## config.mk

```make
export PLATFORM = sky130hd
export DESIGN_NAME = ecc_errlog_regs
export DESIGN_NICKNAME = d
export VERILOG_FILES = /design/src/rtl/ecc_errlog_pkg.sv /design/src/rtl/errlog_satcnt.sv /design/src/rtl/errlog_addr_hold.sv /design/src/rtl/ecc_errlog_regs.sv
export SDC_FILE = /design/constraint.sdc
export NUM_CORES = 1
export LEC_CHECK = 0
export BUFFER_PORTS_ARGS = -buffer_cell sky130_fd_sc_hd__buf_4
export CAP_MARGIN = 20
export CORE_AREA = 3 3 137 139
export CTS_BUF_LIST = sky130_fd_sc_hd__clkbuf_8
export DETAILED_ROUTE_END_ITERATION = 10
export DIE_AREA = 0 0 140 142
export PLACE_DENSITY_LB_ADDON = 0.15
export SYNTH_ARGS = -nofsm -noshare
export SYNTH_HDL_FRONTEND = slang
export SYNTH_HIERARCHICAL = 1
export SYNTH_SLANG_ARGS = --single-unit
```

## constraint.sdc

```tcl
create_clock -name clk -period 2.7 [get_ports clk]
set_clock_uncertainty 0.15 [all_clocks]
set_input_delay 0.54 -clock clk [delete_from_list [all_inputs] [get_ports clk]]
set_output_delay 0.54 -clock clk [all_outputs]
set_load 0.02 [all_outputs]
```

## src/rtl/ecc_errlog_pkg.sv

```systemverilog
package ecc_errlog_pkg;
    localparam logic [31:0] DEFAULT_KEY = 32'hFC60_0309;

    localparam int OFS_KEY   = 'h00;
    localparam int OFS_CFG   = 'h04;
    localparam int OFS_ICTL  = 'h50;
    localparam int OFS_UEADR = 'h58;
    localparam int OFS_CEADR = 'h5C;

    localparam int CE_CNT_W   = 8;
    localparam int UE_CNT_W   = 4;
    localparam int CE_CNT_LSB = 16;
    localparam int UE_CNT_LSB = 12;
    localparam int CLR_BIT    = 31;
    localparam int CFG_ECC_BIT  = 7;
    localparam int CFG_TYPE_BIT = 4;

    typedef struct packed {
        logic        unlocked;
        logic [31:0] cfg;
        logic [1:0]  en;
        logic        clr;
    } ctl_state_t;
endpackage

```

## src/rtl/errlog_satcnt.sv

```systemverilog
module errlog_satcnt #(
    parameter int W = 8
) (
    input  logic         clk,
    input  logic         rst_n,
    input  logic         clr,
    input  logic         inc,
    output logic [W-1:0] cnt
);
    localparam logic [W-1:0] MAXV = {W{1'b1}};

    logic [W-1:0] cnt_d, cnt_q;

    always_comb begin
        cnt_d = cnt_q;
        if (clr)
            cnt_d = '0;
        else if (inc && cnt_q != MAXV)
            cnt_d = cnt_q + 1'b1;
    end

    always_ff @(posedge clk or negedge rst_n) begin
        if (!rst_n) cnt_q <= '0;
        else        cnt_q <= cnt_d;
    end

    assign cnt = cnt_q;

    AST_CNT_SATURATE: assert property (@(posedge clk) disable iff (!rst_n)
        (cnt_q == MAXV && inc && !clr) |=> (cnt_q == MAXV));
    AST_CNT_CLEARED: assert property (@(posedge clk) disable iff (!rst_n)
        clr |=> (cnt_q == '0));
endmodule

```

## src/rtl/errlog_addr_hold.sv

```systemverilog
module errlog_addr_hold #(
    parameter int W          = 32,
    parameter bit KEEP_FIRST = 1'b0
) (
    input  logic         clk,
    input  logic         rst_n,
    input  logic         clr,
    input  logic         hit,
    input  logic [W-1:0] addr,
    output logic [W-1:0] val
);
    typedef struct packed {
        logic         valid;
        logic [W-1:0] val;
    } hold_t;

    hold_t st_d, st_q;

    generate
        if (KEEP_FIRST) begin : g_first
            always_comb begin
                st_d = st_q;
                if (clr)
                    st_d = '0;
                else if (hit && !st_q.valid) begin
                    st_d.valid = 1'b1;
                    st_d.val   = addr;
                end
            end

            AST_FIRST_KEPT: assert property (@(posedge clk) disable iff (!rst_n)
                (st_q.valid && !clr) |=> $stable(st_q.val));
        end else begin : g_last
            always_comb begin
                st_d = st_q;
                if (clr)
                    st_d = '0;
                else if (hit) begin
                    st_d.valid = 1'b1;
                    st_d.val   = addr;
                end
            end

            AST_LAST_TAKEN: assert property (@(posedge clk) disable iff (!rst_n)
                (hit && !clr) |=> (st_q.val == $past(addr)));
        end
    endgenerate

    always_ff @(posedge clk or negedge rst_n) begin
        if (!rst_n) st_q <= '0;
        else        st_q <= st_d;
    end

    assign val = st_q.val;
endmodule

```

## src/rtl/ecc_errlog_regs.sv

```systemverilog
module ecc_errlog_regs
    import ecc_errlog_pkg::*;
#(
    parameter int          ADDR_W     = 8,
    parameter int          ERR_ADDR_W = 32,
    parameter logic [31:0] UNLOCK_KEY = DEFAULT_KEY
) (
    input  logic                  clk,
    input  logic                  rst_n,
    input  logic [ADDR_W-1:0]     bus_addr,
    input  logic                  bus_we,
    input  logic [31:0]           bus_wdata,
    output logic [31:0]           bus_rdata,
    input  logic                  ce_pulse,
    input  logic                  ue_pulse,
    input  logic [ERR_ADDR_W-1:0] err_addr,
    output logic                  irq,
    output logic                  cfg_ecc_on,
    output logic                  cfg_ddr4
);
    localparam logic [ADDR_W-1:0] A_KEY   = ADDR_W'(OFS_KEY);
    localparam logic [ADDR_W-1:0] A_CFG   = ADDR_W'(OFS_CFG);
    localparam logic [ADDR_W-1:0] A_ICTL  = ADDR_W'(OFS_ICTL);
    localparam logic [ADDR_W-1:0] A_UEADR = ADDR_W'(OFS_UEADR);
    localparam logic [ADDR_W-1:0] A_CEADR = ADDR_W'(OFS_CEADR);

    ctl_state_t st_d, st_q;

    logic                  wr_cfg, wr_ictl, clear_now;
    logic [CE_CNT_W-1:0]   ce_cnt;
    logic [UE_CNT_W-1:0]   ue_cnt;
    logic [ERR_ADDR_W-1:0] ue_addr_val, ce_addr_val;

    // gated write decode: only the key register is writable while locked
    assign wr_cfg    = bus_we && st_q.unlocked && (bus_addr == A_CFG);
    assign wr_ictl   = bus_we && st_q.unlocked && (bus_addr == A_ICTL);
    assign clear_now = st_q.clr || (wr_ictl && bus_wdata[CLR_BIT]);

    always_comb begin
        st_d = st_q;
        if (bus_we && bus_addr == A_KEY)
            st_d.unlocked = (bus_wdata == UNLOCK_KEY);
        if (wr_cfg)
            st_d.cfg = bus_wdata;
        if (wr_ictl) begin
            st_d.en  = bus_wdata[1:0];
            st_d.clr = bus_wdata[CLR_BIT];
        end
    end

    always_ff @(posedge clk or negedge rst_n) begin
        if (!rst_n) st_q <= '0;
        else        st_q <= st_d;
    end

    errlog_satcnt #(.W(CE_CNT_W)) u_ce_cnt (
        .clk(clk), .rst_n(rst_n), .clr(clear_now), .inc(ce_pulse), .cnt(ce_cnt)
    );

    errlog_satcnt #(.W(UE_CNT_W)) u_ue_cnt (
        .clk(clk), .rst_n(rst_n), .clr(clear_now), .inc(ue_pulse), .cnt(ue_cnt)
    );

    errlog_addr_hold #(.W(ERR_ADDR_W), .KEEP_FIRST(1'b1)) u_ue_addr (
        .clk(clk), .rst_n(rst_n), .clr(clear_now), .hit(ue_pulse),
        .addr(err_addr), .val(ue_addr_val)
    );

    errlog_addr_hold #(.W(ERR_ADDR_W), .KEEP_FIRST(1'b0)) u_ce_addr (
        .clk(clk), .rst_n(rst_n), .clr(clear_now), .hit(ce_pulse),
        .addr(err_addr), .val(ce_addr_val)
    );

    always_comb begin
        bus_rdata = '0;
        case (bus_addr)
            A_KEY:   bus_rdata[0] = st_q.unlocked;
            A_CFG:   bus_rdata    = st_q.cfg;
            A_ICTL: begin
                bus_rdata[CLR_BIT]                   = st_q.clr;
                bus_rdata[CE_CNT_LSB +: CE_CNT_W]    = ce_cnt;
                bus_rdata[UE_CNT_LSB +: UE_CNT_W]    = ue_cnt;
                bus_rdata[1:0]                       = st_q.en;
            end
            A_UEADR: bus_rdata = 32'(ue_addr_val);
            A_CEADR: bus_rdata = 32'(ce_addr_val);
            default: bus_rdata = '0;
        endcase
    end

    assign irq        = (st_q.en[0] && ce_cnt != '0) || (st_q.en[1] && ue_cnt != '0);
    assign cfg_ecc_on = st_q.cfg[CFG_ECC_BIT];
    assign cfg_ddr4   = st_q.cfg[CFG_TYPE_BIT];

    AST_LOCKED_CFG: assert property (@(posedge clk) disable iff (!rst_n)
        !st_q.unlocked |=> $stable(st_q.cfg));
    AST_LOCKED_ICTL: assert property (@(posedge clk) disable iff (!rst_n)
        !st_q.unlocked |=> ($stable(st_q.en) && $stable(st_q.clr)));
    AST_CLEAR_QUIET: assert property (@(posedge clk) disable iff (!rst_n)
        clear_now |=> !irq);
    AST_KEY_STATE: assert property (@(posedge clk) disable iff (!rst_n)
        (bus_we && bus_addr == A_KEY && bus_wdata == UNLOCK_KEY) |=> st_q.unlocked);
endmodule

```

==> After elaboration in Yosys (flattened, before gate mapping) <==
Index checks and enable logic that the tools add are counted.
Widths: inputs -> output; s select.
{ "word_totals": {"elab_cells": 52, "register_bits": 113, "in_bits": 77, "out_inout_bits": 35} }
{ "op_classes": {"muxes": 14, "eq_ne": 7, "n_reduce_logical": 20, "add_sub_neg": 2} }
{ "ops": {"columns": ["operator", "count"], "rows": [
  ["$mux 33", 2],
  ["$mux 32", 2],
  ["$pmux 12 s4", 1],
  ["$eq 32x32->1 const B", 1],
  ["$pmux 10 s3", 1],
  ["$eq 8x7->1 const B", 3],
  ["$pmux 7 s3", 1],
  ["$mux 8", 2],
  ["$logic_and 1x1->1", 10],
  ["$add 8x1->8 const B", 1],
  ["$eq 8x3->1 const B", 1],
  ["$logic_not 8->1", 1],
  ["$mux 4", 2],
  ["$ne 8x8->1 const B", 1],
  ["$pmux 1 s4", 2],
  ["$reduce_bool 2->1", 4],
  ["$reduce_bool 8->1", 1],
  ["$pmux 1 s5", 1],
  ["$add 4x1->4 const B", 1],
  ["$ne 4x4->1 const B", 1],
  ["$reduce_bool 4->1", 1],
  ["$logic_or 1x1->1", 2],
  ["$logic_not 1->1", 1]
]} }

==> Depth between registers and ports, before layout <==
{ "depth": {"depth_word": 5, "mapped_depth": 8, "depth_no_buf": 5} }

==> By module <==
The synthesis kept the hierarchy.
{ "modules_own_cells": {"columns": ["mod", "area_each_um2", "seq_area_each_um2", "cells_per_inst", "n_inst"], "rows": [
  ["ecc_errlog_regs", 2498.6, 900.9, 204, 1],
  ["errlog_addr_hold (u_ue_addr)", 2009.4, 825.8, 180, 1],
  ["errlog_addr_hold (u_ce_addr)", 1323.8, 800.8, 103, 1],
  ["errlog_satcnt (u_ce_cnt)", 464.2, 200.2, 49, 1],
  ["errlog_satcnt (u_ue_cnt)", 229.0, 100.1, 20, 1]
]} }

==> Worst setup path before layout <==
No wires, ideal clock.
{ "synth_timing": {"path_kind": "input to register", "startpoint": "input bus_addr[1]", "endpoint": "register u_ce_cnt.cnt_q[0], in the netlist u_ce_cnt/cnt[0]", "required_time_ns": 2.425, "path_slack_ns": -0.285, "arrival_time_ns": 2.711, "path_buffers": 2, "setup_ns": 0.125, "path_stages": 7, "path_cell_list": "or4_1 buf_2 nor4_1 a21o_1 clkbuf_1 nor2_1 mux2_2"} }
{ "synth_via": {"elab_chain_cells": 5, "elab_cells_between_ends": 6, "cone_classes": "eq/ne: 1; mux: 1; reduce/logical: 4"} }
{ "synth_rtl": {"columns": ["element", "line", "rtl"], "rows": [
  ["start, declared", "ecc_errlog_regs.sv:10", "input logic [ADDR_W-1:0] bus_addr,"],
  ["$eq 8x7->1 *", "ecc_errlog_regs.sv:36", "assign wr_ictl = bus_we && st_q.unlocked && (bus_addr == A_ICTL);"],
  ["$logic_and 1x1->1 *", "ecc_errlog_regs.sv:36", null],
  ["$logic_and 1x1->1 *", "ecc_errlog_regs.sv:37", "assign clear_now = st_q.clr || (wr_ictl && bus_wdata[CLR_BIT]);"],
  ["$logic_or 1x1->1 *", "ecc_errlog_regs.sv:37", null],
  ["net clear_now", "ecc_errlog_regs.sv:29", "logic wr_cfg, wr_ictl, clear_now;"],
  ["$mux 8 or $reduce_bool 2->1 (tied branches)", null, null],
  ["end signal, assigned", "errlog_satcnt.sv:24", "else cnt_q <= cnt_d;"],
  ["end, declared", "errlog_satcnt.sv:12", "logic [W-1:0] cnt_d, cnt_q;"]
]} }
The timed path passes the listed nets; every way through them passes the cells marked *.
A chain may end at the register's enable or synchronous reset.

==> Final worst setup path <==
{ "layout_timing": {"startpoint": "input bus_addr[1]", "endpoint": "output bus_rdata[28]"} }
{ "layout_via": {"elab_chain_cells": 2, "elab_cells_between_ends": 4, "cone_classes": "eq/ne: 3; mux: 1"} }
{ "layout_rtl": {"columns": ["element", "line", "rtl"], "rows": [
  ["$eq 8x7->1 or $eq 8x3->1 (tied branches)", "ecc_errlog_regs.sv:76", "case (bus_addr)"],
  ["$pmux 7 s3 *", "ecc_errlog_regs.sv:76", null],
  ["end, declared", "ecc_errlog_regs.sv:13", "output logic [31:0] bus_rdata,"]
]} }
Mark *: on every way between the ends. The rest lies on a longest branch, timed or not.

==> metrics.csv <==
stage,metric,value,unit
status,outcome,"finished, violations left",
sta,Hold Fails Final Rpt,0,
synth,synth unique cells,53,
floorplan,Top Ports,112,
worst_setup_path,critical path cell sequence,buf_6 > or4_4 > or3_4 > clkbuf_16 > o2bb2ai_4 > buf_6,
cells_and_area,Antenna Cells,0,
placed_design,hpwl dp,12900,µm
floorplan,Die Width,140,µm
placed_design,Buffers on Ports,111,
global_routing,total global-route track usage,0.185,
clock_tree,CTS tree,done,
sta,RSZ-0062 raised after global routing,true,
clock_tree,total number of H-tree levels,4,
sta,Final min period,2.77,ns
clock_tree,Worst-path clk slew,0.07,ns
synth,"EDFF count, synth",0,
sta,FMAX,361,MHz
sta,Slew headroom,0.610,
clock_tree,Root Driver,clkbuf_8,
global_routing,initial antenna violation count,0,
synth,"Seq/Total Area, Yosys",0.433,
synth,Syn Nets,635,
worst_setup_path,WP data required,2.01,ns
synth,Mapped Cells,556,
route,Detailed Route Iter0 Violations,283,
worst_setup_path,Crit Path Class,in -> out,
clock_tree,Inserted Clock Buffers,17,
status,failing checks,setup timing,
cells_and_area,share of cells above drive strength 1,0.422,
floorplan,Die ar.,0.0199,mm²
global_routing,GRT Residual Overflow,0,
clock_tree,clk_lat worst skew,0.43,ns
route,WL/cell,20.4,µm
clock_tree,clk sinks,113,
synth,"Cell Area, Synth",0.00653,mm²
worst_setup_path,CP max stage cell,or4_4,
floorplan,die height,142,µm
route,DR DRC count,0,
worst_setup_path,CP arrival,2.08,ns
cells_and_area,Layout area overhead,27.5,%
power,Peak VDD IR,0.328,mV
global_routing,largest net degree at the start of global routing,50,
sta,Least-Margin Pin Slew,0.585,ns
synth,"Top FF cell, synth",dfrtp_1,
synth,Synth warnings,6,
run,Max-Cap Viols,0,
synth,syn_area_per_cell,11.7,µm²
route,Routed WL,18200,µm
worst_setup_path,CP peak stage delay,0.58,ns
worst_setup_path,Worst path top cell family by delay,simple AND/OR/NAND/NOR gates,
route,Vias,4685,
sta,setup TNS,-1.17,ns
floorplan,Core Area,0.0178,mm²
cells_and_area,final net count,725,
power,pwr dens,550,mW/mm²
worst_setup_path,"most used cell, CP",buf_6,
sta,Final WS setup,-0.0676,ns
route,drt first pass iters,5,
hold_path,worst hold path class,in -> reg,
sta,final setup vio count,24,
global_routing,first-pass GRT wire length,28700,µm
cells_and_area,utilization after layout,0.468,
worst_setup_path,Crit. End Element,output pin,
sta,Tcrit/Tclk final,1.03,
sta,final max-slew violation count,0,
synth,#FFs+latches synth,113,
worst_setup_path,critical path startpoint category,primary input,
clock_tree,Max Root-Sink Buffers,2,
route,"antenna viol nets, final",0,
global_routing,vias in the first global route,5079,
worst_setup_path,CP max FO,8,
floorplan,Starting Density,0.367,
synth,ys async rst share,1.00,
floorplan,Rows,49,
power,Pwr Total,4580,µW
power,Leak,0.00384,µW
placed_design,routability cong.,0.894,
worst_setup_path,Buffers & Inverters on Critical Path,3,
route,post-DR vias/cell,5.28,
## cell usage in the layout (no fill, tap or decap), types with 4 or more instances in the layout
cell / count
a21oi_1: 5
a221o_1: 7
a22o_1: 7
buf_12: 9
buf_4: 105
buf_6: 30
clkbuf_8: 20
clkinv_2: 4
dfrtp_1: 112
inv_1: 6
mux2_2: 7
mux2_4: 31
mux2i_1: 67
nand2_1: 5
nand2b_1: 38
nand4_1: 4
nand4bb_1: 32
nor2_1: 37
nor2b_1: 4
nor3_1: 5
nor4_1: 11
o21ai_2: 30
o2bb2ai_1: 7
o2bb2ai_2: 6
o2bb2ai_4: 12
## report_power, final
part           switching (µW)  leakage, µW  internal [µW]  total (µW)
Combinational             423      0.00220            382         804
Sequential                211      0.00143           1890        2100
Clock                     701     0.000213            972        1670
Total                    1330      0.00384           3240        4580
## final cells by class
cell class	instances	area (µm²)
flip-flops and latches	113	2830
inverters	4	15.0
clock inverters	12	140
well taps	229	287
clock buffers	20	275
repair buffers	146	1340
multi-input cells	364	3430
fillers	1617	9460
## cell families (layout without fill, tap and decap cells)
family / count (synthesis) / count (layout) / share of synthesized area
buffers and inverters: 79 / 182 / 0.0869
DFF: 113 / 113 / 0.433
AOI/OAI and AO/OA: 89 / 89 / 0.113
and+or+nand+nor: 168 / 168 / 0.176
muxes: 105 / 105 / 0.186
adders and majority gates: 2 / 2 / 0.00383
## worst paths after layout
check / from / to / slack, ns / cells past startpoint
setup / recovery: bus_addr[1] / bus_rdata[28] / -0.07 / 6
hold / removal: bus_wdata[3] / st_q[6] / 0.19 / 2
setup reg to reg: u_ce_cnt/cnt[0] / u_ce_cnt/cnt[0] / 0.75 / 4
hold reg to reg: st_q[19] / st_q[19] / 0.37 / 1
max in group asynchronous: rst_n / u_ce_cnt/cnt[2] / 1.21 / 3
min in group asynchronous: rst_n / st_q[9] / 0.50 / 2
## routing by layer
metal  wire, µm  GRT usage  share of wire  up-vias
li1           -          -              -     2204
met1       8210      0.243           0.45     2336
met2       8780      0.301           0.48      126
met3        783     0.0501          0.043       19
met4        388     0.0586          0.021        0
met5          0          0              0        -
## repair_timing
action                                 4_1_cts  5_1_grt
cloned                                       1        1
endpoints found under the hold margin       41        0
setup endpoints to repair                   31       33
hold buffers                                 1        0
pin swaps                                    0        7
setup buffers                                0        1
resized for setup                           20       28
## state kept, by name, indices dropped and copies added, names as in the netlist
register / flops
st_q: 34
u_ce_addr/val: 32
u_ue_addr/val: 32
u_ce_cnt/cnt: 8
u_ue_cnt/cnt: 4
cfg_ddr4: 1
cfg_ecc_on: 1
u_ue_addr/st_q: 1
## through the flow
step	hold WS (ns)	area [µm²]	setup WS [ns]	std cells
floorplan	0.0944	6780	-0.0406	556
global route	0.154	8320	-0.119	888
finish	0.195	8320	-0.0676	888
global placement	0.346	7650	-0.0984	852
CTS	0.164	8160	-0.0708	886
detailed placement	0.347	7650	-0.159	852
## synthesized netlist by cell type, types with 3 or more instances
library cell	number	area, µm²
mux2_2	7	78.8
dfrtp_1	113	2830
clkbuf_1	21	78.8
a22o_1	7	61.3
buf_12	6	120
nand3_1	3	15.0
nand2_1	5	18.8
nor4_1	12	75.1
buf_6	5	56.3
nand4bb_1	32	360
mux2_4	31	465
o21ai_2	30	263
or4_1	3	22.5
nor3_1	7	35.0
nand4_1	4	25.0
nor2_1	38	143
a221o_1	7	70.1
a21oi_1	5	25.0
nor4bb_1	3	30.0
nor2b_1	4	25.0
o21ai_0	4	20.0
inv_1	4	15.0
buf_2	9	45.0
buf_4	33	248
nand2b_1	38	238
o2bb2ai_1	25	219
mux2i_1	67	671
or3_1	3	18.8
Power figures use the tool's default switching activity.
